[src/rtl/cfg_retry_pkg.sv]
// Package: shared encodings for the configuration retry status handler.
// Assumes a 3-bit completion status field in which value 2 marks retry.
package cfg_retry_pkg;

    localparam logic [2:0] ST_SUCCESS = 3'd0;
    localparam logic [2:0] ST_RETRY   = 3'd2;

    typedef enum logic [2:0] {
        SQ_IDLE,
        SQ_SEND,
        SQ_WAIT,
        SQ_GAP,
        SQ_RESP
    } seq_state_t;

    typedef enum logic [1:0] {
        OC_PASS,
        OC_SUBST,
        OC_RETRY,
        OC_GIVEUP
    } outcome_t;

endpackage

[src/rtl/cfg_req_hold.sv]
// Module: captures a host configuration access at acceptance and holds it
// unchanged until the next acceptance. Also samples the software-visibility
// enable, so the current transaction ignores later changes to it.
// Assumes load is asserted only while the sequencer is idle.
module cfg_req_hold #(
    parameter int ADDR_W = 12,
    parameter int DATA_W = 32,
    parameter int BE_W   = DATA_W / 8
) (
    input  logic              clk,
    input  logic              rst_n,
    input  logic              load,
    input  logic              we_i,
    input  logic [ADDR_W-1:0] addr_i,
    input  logic [DATA_W-1:0] wdata_i,
    input  logic [BE_W-1:0]   be_i,
    input  logic              sv_i,
    output logic              we_q,
    output logic [ADDR_W-1:0] addr_q,
    output logic [DATA_W-1:0] wdata_q,
    output logic [BE_W-1:0]   be_q,
    output logic              sv_q
);

    // Capture the request fields and the visibility enable on acceptance.
    always_ff @(posedge clk) begin
        if (!rst_n) begin
            we_q    <= 1'b0;
            addr_q  <= '0;
            wdata_q <= '0;
            be_q    <= '0;
            sv_q    <= 1'b0;
        end else if (load) begin
            we_q    <= we_i;
            addr_q  <= addr_i;
            wdata_q <= wdata_i;
            be_q    <= be_i;
            sv_q    <= sv_i;
        end
    end

endmodule

[src/rtl/cfg_cpl_classify.sv]
// Module: combinational classifier for a returning completion. It decides
// between pass-through, Vendor ID substitution, reissue and give-up, and
// forms the response that goes to the host.
// Assumes the held request fields are stable while a completion is examined.
module cfg_cpl_classify #(
    parameter int ADDR_W = 12,
    parameter int DATA_W = 32
) (
    input  logic [2:0]                  cpl_status,
    input  logic [DATA_W-1:0]           cpl_data,
    input  logic                        we_q,
    input  logic [ADDR_W-1:0]           addr_q,
    input  logic                        sv_q,
    input  logic                        limit_hit,
    output cfg_retry_pkg::outcome_t     outcome,
    output logic [2:0]                  rsp_status,
    output logic [DATA_W-1:0]           rsp_data,
    output logic                        rsp_crs
);
    import cfg_retry_pkg::*;

    localparam int                FILL_W   = DATA_W - 16;
    localparam logic [DATA_W-1:0] VID_FILL = {{FILL_W{1'b1}}, 16'h0001};
    localparam logic [DATA_W-1:0] ALL_ONES = {DATA_W{1'b1}};

    logic is_retry;
    logic vid_read;

    // Identify a retry completion and a read of register dword zero.
    always_comb begin
        is_retry = (cpl_status == ST_RETRY);
        vid_read = sv_q && !we_q && (addr_q[ADDR_W-1:2] == '0);
    end

    // Choose the outcome; substitution has priority over the retry limit.
    always_comb begin
        if (!is_retry) begin
            outcome = OC_PASS;
        end else if (vid_read) begin
            outcome = OC_SUBST;
        end else if (limit_hit) begin
            outcome = OC_GIVEUP;
        end else begin
            outcome = OC_RETRY;
        end
    end

    // Build the host-facing status, data and retry indicator for the outcome.
    always_comb begin
        rsp_status = cpl_status;
        rsp_data   = '0;
        rsp_crs    = 1'b0;
        unique case (outcome)
            OC_PASS: begin
                rsp_data = we_q ? '0 : cpl_data;
            end
            OC_SUBST: begin
                rsp_status = ST_SUCCESS;
                rsp_data   = VID_FILL;
            end
            OC_GIVEUP: begin
                rsp_status = ST_RETRY;
                rsp_data   = we_q ? '0 : ALL_ONES;
                rsp_crs    = 1'b1;
            end
            default: begin
                rsp_data = '0;
            end
        endcase
    end

endmodule

[src/rtl/cfg_retry_fsm.sv]
// Module: sequencer for one configuration transaction. It presents the
// request, waits for the completion, inserts the idle gap before each
// reissue, counts reissues against the limit and raises the response state.
// Assumes a single outstanding request and at most one completion for it.
module cfg_retry_fsm #(
    parameter int CNT_W = 8,
    parameter int GAP_W = 8
) (
    input  logic                          clk,
    input  logic                          rst_n,
    input  logic                          accept,
    input  logic                          lnk_req_ready,
    input  logic                          cpl_valid,
    input  cfg_retry_pkg::outcome_t       outcome,
    input  logic [CNT_W-1:0]              retry_limit,
    input  logic [GAP_W-1:0]              idle_gap,
    output cfg_retry_pkg::seq_state_t     state_q,
    output logic                          limit_hit,
    output logic                          finish
);
    import cfg_retry_pkg::*;

    seq_state_t       state_d;
    logic [CNT_W-1:0] tries_q;
    logic [GAP_W-1:0] gap_q;
    logic             reissue;

    // Flag the limit and the two ways a completion is consumed.
    always_comb begin
        limit_hit = (tries_q == retry_limit);
        reissue   = (state_q == SQ_WAIT) && cpl_valid && (outcome == OC_RETRY);
        finish    = (state_q == SQ_WAIT) && cpl_valid && (outcome != OC_RETRY);
    end

    // Next-state selection for the transaction sequence.
    always_comb begin
        state_d = state_q;
        unique case (state_q)
            SQ_IDLE: if (accept)               state_d = SQ_SEND;
            SQ_SEND: if (lnk_req_ready)        state_d = SQ_WAIT;
            SQ_WAIT: begin
                if (finish)                    state_d = SQ_RESP;
                else if (reissue)              state_d = SQ_GAP;
            end
            SQ_GAP:  if (gap_q == '0)          state_d = SQ_SEND;
            SQ_RESP:                           state_d = SQ_IDLE;
            default:                           state_d = SQ_IDLE;
        endcase
    end

    // State register.
    always_ff @(posedge clk) begin
        if (!rst_n) state_q <= SQ_IDLE;
        else        state_q <= state_d;
    end

    // Reissue counter: cleared at acceptance, advanced on each reissue.
    always_ff @(posedge clk) begin
        if (!rst_n)       tries_q <= '0;
        else if (accept)  tries_q <= '0;
        else if (reissue) tries_q <= tries_q + 1'b1;
    end

    // Idle gap counter: loaded on a reissue decision, counted down in GAP.
    always_ff @(posedge clk) begin
        if (!rst_n)                                   gap_q <= '0;
        else if (reissue)                             gap_q <= idle_gap;
        else if (state_q == SQ_GAP && gap_q != '0)    gap_q <= gap_q - 1'b1;
    end

endmodule

[src/rtl/cfg_retry_ctrl.sv]
// Module: top of the configuration retry status handler. It joins the
// request holder, the completion classifier and the sequencer, and
// registers the host response so that status and data stay steady.
// Assumes the link returns exactly one completion per accepted request.
module cfg_retry_ctrl #(
    parameter int ADDR_W = 12,
    parameter int DATA_W = 32,
    parameter int BE_W   = DATA_W / 8,
    parameter int CNT_W  = 8,
    parameter int GAP_W  = 8
) (
    input  logic              clk,
    input  logic              rst_n,
    input  logic              sv_enable,
    input  logic [CNT_W-1:0]  retry_limit,
    input  logic [GAP_W-1:0]  idle_gap,
    input  logic              host_req,
    input  logic              host_we,
    input  logic [ADDR_W-1:0] host_addr,
    input  logic [DATA_W-1:0] host_wdata,
    input  logic [BE_W-1:0]   host_be,
    output logic              host_busy,
    output logic              host_ack,
    output logic [2:0]        host_status,
    output logic              host_crs,
    output logic [DATA_W-1:0] host_rdata,
    output logic              lnk_req_valid,
    input  logic              lnk_req_ready,
    output logic              lnk_req_we,
    output logic [ADDR_W-1:0] lnk_req_addr,
    output logic [DATA_W-1:0] lnk_req_wdata,
    output logic [BE_W-1:0]   lnk_req_be,
    input  logic              cpl_valid,
    input  logic [2:0]        cpl_status,
    input  logic [DATA_W-1:0] cpl_data
);
    import cfg_retry_pkg::*;

    seq_state_t        state_q;
    outcome_t          outcome;
    logic              accept;
    logic              limit_hit;
    logic              finish;
    logic              sv_q;
    logic [2:0]        rsp_status;
    logic [DATA_W-1:0] rsp_data;
    logic              rsp_crs;
    logic              crs_q;

    // Accept a host access only when no transaction is in flight.
    always_comb begin
        accept = host_req && (state_q == SQ_IDLE);
    end

    cfg_req_hold #(
        .ADDR_W (ADDR_W),
        .DATA_W (DATA_W),
        .BE_W   (BE_W)
    ) u_hold (
        .clk     (clk),
        .rst_n   (rst_n),
        .load    (accept),
        .we_i    (host_we),
        .addr_i  (host_addr),
        .wdata_i (host_wdata),
        .be_i    (host_be),
        .sv_i    (sv_enable),
        .we_q    (lnk_req_we),
        .addr_q  (lnk_req_addr),
        .wdata_q (lnk_req_wdata),
        .be_q    (lnk_req_be),
        .sv_q    (sv_q)
    );

    cfg_cpl_classify #(
        .ADDR_W (ADDR_W),
        .DATA_W (DATA_W)
    ) u_cls (
        .cpl_status (cpl_status),
        .cpl_data   (cpl_data),
        .we_q       (lnk_req_we),
        .addr_q     (lnk_req_addr),
        .sv_q       (sv_q),
        .limit_hit  (limit_hit),
        .outcome    (outcome),
        .rsp_status (rsp_status),
        .rsp_data   (rsp_data),
        .rsp_crs    (rsp_crs)
    );

    cfg_retry_fsm #(
        .CNT_W (CNT_W),
        .GAP_W (GAP_W)
    ) u_fsm (
        .clk           (clk),
        .rst_n         (rst_n),
        .accept        (accept),
        .lnk_req_ready (lnk_req_ready),
        .cpl_valid     (cpl_valid),
        .outcome       (outcome),
        .retry_limit   (retry_limit),
        .idle_gap      (idle_gap),
        .state_q       (state_q),
        .limit_hit     (limit_hit),
        .finish        (finish)
    );

    // Register the final response when the transaction completes.
    always_ff @(posedge clk) begin
        if (!rst_n) begin
            host_status <= ST_SUCCESS;
            host_rdata  <= '0;
            crs_q       <= 1'b0;
        end else if (finish) begin
            host_status <= rsp_status;
            host_rdata  <= rsp_data;
            crs_q       <= rsp_crs;
        end
    end

    // Drive host handshake and link valid from the sequencer state.
    always_comb begin
        host_busy     = (state_q != SQ_IDLE);
        host_ack      = (state_q == SQ_RESP);
        host_crs      = host_ack && crs_q;
        lnk_req_valid = (state_q == SQ_SEND);
    end

endmodule

[config.mk]
export PLATFORM = sky130hd
export DESIGN_NAME = cfg_retry_ctrl
export DESIGN_NICKNAME = d
export VERILOG_FILES = /design/src/rtl/cfg_retry_pkg.sv /design/src/rtl/cfg_req_hold.sv /design/src/rtl/cfg_cpl_classify.sv /design/src/rtl/cfg_retry_fsm.sv /design/src/rtl/cfg_retry_ctrl.sv
export SDC_FILE = /design/constraint.sdc
export NUM_CORES = 1
export LEC_CHECK = 0
export ABC_AREA = 1
export BUFFER_PORTS_ARGS = -buffer_cell sky130_fd_sc_hd__buf_4
export CORE_MARGIN = 4
export CORE_UTILIZATION = 35
export CTS_BUF_LIST = sky130_fd_sc_hd__clkbuf_8
export DETAILED_ROUTE_END_ITERATION = 8
export GPL_TIMING_DRIVEN = 0
export PLACE_DENSITY = 0.74
export SYNTH_ARGS = -nofsm -noshare
export SYNTH_HDL_FRONTEND = slang
export SYNTH_SLANG_ARGS = --single-unit
[constraint.sdc]
create_clock -name clk -period 3.1 [get_ports clk]
set_input_delay 0.62 -clock clk [delete_from_list [all_inputs] [get_ports clk]]
set_output_delay 0.62 -clock clk [all_outputs]
set_load 0.02 [all_outputs]
Word-level counts from Yosys, hierarchy flattened
Index checks and enable logic that the tools add are counted.

Add/subtract/negate cells: 2. Equality and inequality tests: 14. Muxes and demuxes: 16. Bitwise gates (word level): 1. Reduce and logical (&&, ||, !) cells: 18.

Operator list (number): $pmux 32 s3 (1); $mux 32 (2); $mux 8 (2); $mux 3 (5); $pmux 3 s4 (1); $logic_not 10->1 (1); $eq 3x2->1 const B (3); $add 8x1->8 const B (1); $eq 8x8->1 (1); $logic_and 1x1->1 (8); $logic_not 8->1 (1); $reduce_bool 8->1 (1); $sub 8x1->8 const B (1); $pmux 3 s2 (1); $eq 2x2->1 const B (2); $mux 2 (2); $ne 2x1->1 const B (2); $ne 2x2->1 const B (2); $reduce_and 4->1 (1); $eq 3x1->1 const B (1); $eq 3x3->1 const B (1); $logic_not 3->1 (1); $ne 3x2->1 const B (1); $reduce_bool 3->1 (1); other kinds (7) (8).

Register bits after elaboration: 105. Output and inout bits: 88. Word-level logic and storage cells: 62.

Logic depth before layout (Yosys ltp)
Word-level depth: 10. Gate-level depth with buffers: 13.

Cells and area by module
Synthesis repeated with hierarchy kept, for this count alone.

Cells, all modules: 854. Area total of the unflattened synthesis: 5436.5 sq um.

By module, submodules not included: cfg_req_hold (instances 1, cells an instance 317, area each 2085.8 sq um); cfg_retry_ctrl (instances 1, cells an instance 239, area each 1561.5 sq um); cfg_retry_fsm (instances 1, cells an instance 196, area each 1270.0 sq um); cfg_cpl_classify (instances 1, cells an instance 102, area each 519.2 sq um).

Least setup slack after synthesis
OpenSTA, ideal clock, no wires.

Kind: input-to-reg. From: input retry_limit[1]. To: register host_rdata[10]. Library setup time: 0.117 ns. Arrival: 1.593 ns. Path slack: 1.389 ns. Cell stages on the path: 13. Buffers on the path: 1. Cell sequence: inv_1 -> nand2_1 -> nand2_1 -> nand2_1 -> nor2_2 -> nand2_2 -> nand2_2 -> nand2_4 -> inv_8 -> nand2_4 -> buf_6 -> a21oi_2 -> nor2_1.

Longest elaborated chain between the ends: 6. Elaborated cells on any way between the ends: 10. Those cells by class: eq/ne (4); mux (4); reduce/logical (2).

Ends and longest elaborated chain: start, declared (RTL line cfg_retry_ctrl.sv:15) `input logic [CNT_W-1:0] retry_limit,`; $eq 8x8->1 (*) (RTL line cfg_retry_fsm.sv:30) `limit_hit = (tries_q == retry_limit);`; $mux 1 (*) (RTL line cfg_cpl_classify.sv:41) `end else if (limit_hit) begin`; $mux 2 (*) (RTL line cfg_cpl_classify.sv:39) `end else if (vid_read) begin`; $mux 2 (*) (RTL line cfg_cpl_classify.sv:37) `if (!is_retry) begin`; $eq 2x2->1 (tied with other cells) (RTL line cfg_cpl_classify.sv:53) `unique case (outcome)`; $pmux 32 s3 / $logic_and 1x1->1 (equally long branches) (RTL line cfg_cpl_classify.sv:53, cfg_retry_fsm.sv:32); end signal, assigned (RTL line cfg_retry_ctrl.sv:116) `host_rdata <= rsp_data;`; end, declared (RTL line cfg_retry_ctrl.sv:26) `output logic [DATA_W-1:0] host_rdata,`.

Mark *: on every way between the ends. The rest lies on a longest branch, timed or not. A chain may end at the register's enable or synchronous reset.

Final worst setup path
From: register u_fsm.state_q[0]. To: output lnk_req_valid.

Longest elaborated chain between the ends: 1.

Ends and longest elaborated chain: start, declared (RTL line cfg_retry_fsm.sv:17) `output cfg_retry_pkg::seq_state_t state_q,`; start signal, assigned (RTL line cfg_retry_fsm.sv:54) `else state_q <= state_d;`; $eq 3x1->1 (RTL line cfg_retry_ctrl.sv:126) `lnk_req_valid = (state_q == SQ_SEND);`; end, declared (RTL line cfg_retry_ctrl.sv:27) `output logic lnk_req_valid,`.

No other way between the ends.

==> results.txt <==
The number of global-route vias before repair is 4,181, and the number of design rule violations left after detail routing is 0. The logs give 0 for the initial antenna violation count and 0 ns for the final-layout setup total negative slack. The number of vias per cell was 4.69.

Fraction of power spent switching nets: 0.389. The worst hold path terminates at u_hold.wdata_q[4]. The proportion of netlist area held by the largest area contributor is 0.472, and the area used by multi-input combinational logic is 0.00185 mm². The depth of the worst register-to-register path is 11. Worst clock skew: 0.0120 ns.

For this run the aggregate overflow at the end of global routing stands at 0. The area growth from synthesis to layout was 42.3%; the final RePlAce weighted congestion was 0.833. The data arrival time of the critical path is 1.26 ns.

Measured along the x axis, the die boundary spans 121 µm. Buffers placed on the I/O ports in this run total 193. The first global-routing pass estimated 20,900 µm of wire. Among all flip-flop cells after synthesis, the most frequent one is dfxtp_1. Traced cell by cell, the critical path runs through inv_1 > nor3_1 > buf_4.

Synthesis inferred 105 register bits. For this design the ratio of total power to cell area is 730 mW/mm². Power dissipated by switching net loads: 1800 µW.

The logs give 10,600 µm for the HPWL reported at the end of detailed placement and 903 for the total number of nets in the final design. Before antenna repair, the detailed router went through 4 iterations. In this run the critical register-to-register path is launched from u_fsm.tries_q[3].

The floorplan step defined a die boundary enclosing 0.0146 mm². The tools report the count of pins on the block boundary as 194. Initial cell density of the core: 0.364. The maximum achievable frequency was 0.533 GHz.

In this run the worst path has a maximum fanout of 5. The largest total area in the synthesized netlist belongs to dfxtp_1. Setup repair after global routing left no endpoint under its margin. Placeable core region: 0.0123 mm².

The mean post-synth cell area is 7.56 µm². In the post-synthesis netlist, the biggest area contributors are dfxtp_1, a21oi_1, o21ai_0. The total count of hold-check failures in the final report was 0; the time the worst path needs with I/O delays and setup was 1.88 ns. The clock slew seen by the registers of the worst setup and hold paths is 0.11 ns. By startpoint and endpoint, the worst setup path is classified as flop to primary output.

The wire length per cell after detailed routing was 14.1 µm; the number of placed instances with taps included was 951. The total wire length was 13,700 µm. The number of buffers inserted during clock tree synthesis is 9, and the actual slew at the worst max-slew pin is 0.738 ns.

Class of the tightest hold or removal check: flop to flop. The ratio of cells with drive above 1 in the final layout was 0.312. The fraction of registers with async set/reset is 0. The number of nets still failing antenna checks after routing came out at 0.

The number of antenna diodes in the final layout is 0. After filler insertion, the fill cell instance count of the layout stands at 1,217. Summing every instance area after synthesis gives 0.00446 mm². The worst-case register-to-register setup slack was 1.35 ns; the fraction of power consumed by combinational cells was 0.400. Counting instances, the worst hold path has a depth of 2. Portion of the clock cycle consumed by the worst path in the final layout: 0.606. After clock tree synthesis, the repair step resized 0 gates.

The run gives 0.508 as the relative slew slack. The element type at the critical path start is a flop. For the number of rows created at floorplan, the log shows 40.

The gate count of the mapped netlist is 590. The sequential-to-total area share from yosys stat is 0.472. For this design, the CTS-stage hold fixing added 0 buffers. The share of total power in sequential cells was 0.392. Counting every net in the synthesized netlist gives 699. Counting flops with a built-in enable in the synthesized netlist gives 0.

Clock latency on the worst-skew pair, taken at its later pin, is 0.38 ns. Counting instances in the post-synthesis netlist gives the leading cell types as a21oi_1, dfxtp_1, inv_1, o21ai_0, nand2_1. Post-CTS timing repair inserted 0 buffers for setup.

The run gives 2830 µW as the internal power consumption. IR analysis of the VDD net gives a maximum drop of 540 µV. TritonCTS built the clock tree. The setup-violating endpoint count in the final report is 0, and the sequential standard cell area is 0.00210 mm². The number of pins exceeding their max-slew limit in the final report was 0; the standby leakage power was 0.00289 µW. For this block, the via count after detailed routing is 4,532. The tool flagged a number of max-cap violations equal to 0. The slowest stage of the critical path belongs to the cell dfxtp_1.

The tools report the number of H-tree levels as 3. The overall fraction of global-route tracks in use was 0.181; the number of distinct standard cells referenced by the synthesized netlist was 35. During synthesis, Yosys emitted a total of 0 warnings. The kind of capture point of the worst setup path was a primary output. Leaving out filler cells and counting taps, the final layout contains 967. In this run the most critical hold path is launched from u_hold.wdata_q[4]. No sink is reached through more buffers than the 2 on the longest clock path.

The maximum number of pins on one net before global-route repair is 19. The tree is rooted in a clkbuf_8. After the first detailed-routing iteration, the DRC count stood at 193. The flow ran to the end, and the final reports show no timing, DRC or antenna violations. For this run, the slowest stage of the critical path takes 0.41 ns. The clock net in this run drives a total of 105 sinks. The most common cell in the synthesized netlist is a21oi_1. The worst register-to-register path ends at host_rdata[13]. The tools report the clock network fraction of total power as 0.208. Worst path required time: 2.48 ns. The die outline height came out at 121 µm.
==> layer usage <==
layer  share of wire  track usage
met2            0.47        0.293
met4           0.021       0.0708
met1            0.43        0.228
met3           0.079       0.0508
met5               0            0
==> worst max path at each step <==
stage	startpoint	cells past startpoint	end
3_3_place_gp	retry_limit[1]	14	host_rdata[14]
5_1_grt	u_fsm.state_q[0]	3	lnk_req_valid
6_report	u_fsm.state_q[0]	3	lnk_req_valid
3_5_place_dp	retry_limit[1]	14	host_rdata[13]
4_1_cts	u_fsm.state_q[0]	3	lnk_req_valid
2_1_floorplan	retry_limit[1]	13	host_rdata[10]
==> power groups by stage <==
stage                     registers (µW)  logic, µW  clock network [µW]
after global routing                1850       2020                1060
after global placement              1840       1850                   0
final                               1810       1850                 965
after CTS                           1810       1870                1000
after detailed placement            1840       1870                   0
after floorplan                     2160        730                   0
==> per-stage QoR <==
step / power, µW / hold WS (ns) / setup WS [ns] / utilization / cell area [µm²]
5_1_grt: 4930 / 0.435 / 1.17 / 0.517 / 6340
6_report: 4630 / 0.449 / 1.22 / 0.517 / 6340
2_1_floorplan: 2890 / 0.424 / 1.39 / - / 4460
3_5_place_dp: 3710 / 0.436 / 1.03 / 0.499 / 6120
3_3_place_gp: 3680 / 0.433 / 1.04 / 0.499 / 6120
4_1_cts: 4690 / 0.437 / 1.22 / 0.517 / 6340
==> cell type report <==
| type | count | area share |
|---|---|---|
| Inverter | 91 | 0.0550 |
| Tap cell | 168 | 0.0331 |
| Buffer | 32 | 0.0251 |
| Multi-Input combinational cell | 362 | 0.291 |
| Timing Repair Buffer | 193 | 0.228 |
| Clock inverter | 7 | 0.0160 |
| Sequential cell | 105 | 0.331 |
| Clock buffer | 9 | 0.0195 |
==> sequential cells by signal, summed over array words and instances (netlist names) <==
name	flops
u_hold.wdata_q	32
host_status	3
u_hold.addr_q	12
u_fsm.state_q	3
u_hold.we_q	1
host_rdata	32
u_hold.be_q	4
crs_q	1
u_hold.sv_q	1
u_fsm.tries_q	8
u_fsm.gap_q	8
==> cell families (layout without fill, tap and decap cells) <==
family          after synthesis  after routing  share of synthesized area
fa+ha+maj                     3              3                    0.00842
xor+xnor                      9              9                     0.0177
simple gates                133            133                      0.133
buf+inv                     123            332                      0.114
compound gates              217            217                      0.255
flops                       105            105                      0.472
==> critical path, delay by kind of cell (launching register included) <==
family	cells	cell delay, ns
buffers and inverters	2	0.27
flip-flops	1	0.41
AND/OR/NAND/NOR	1	0.20
==> layout by cell type, fill, tap and decap left out, drive strengths merged, types with 2 or more instances in the layout <==
cell type	count
nand2	58
inv	94
o21ai	91
nand3	11
nor3	8
dfxtp	105
xor2	5
xnor2	4
clkbuf	30
a21oi	123
nor2	47
nand4	4
a31oi	2
buf	204
bufinv	2
ha	3
No activity file was read; power rests on OpenSTA's default activity.
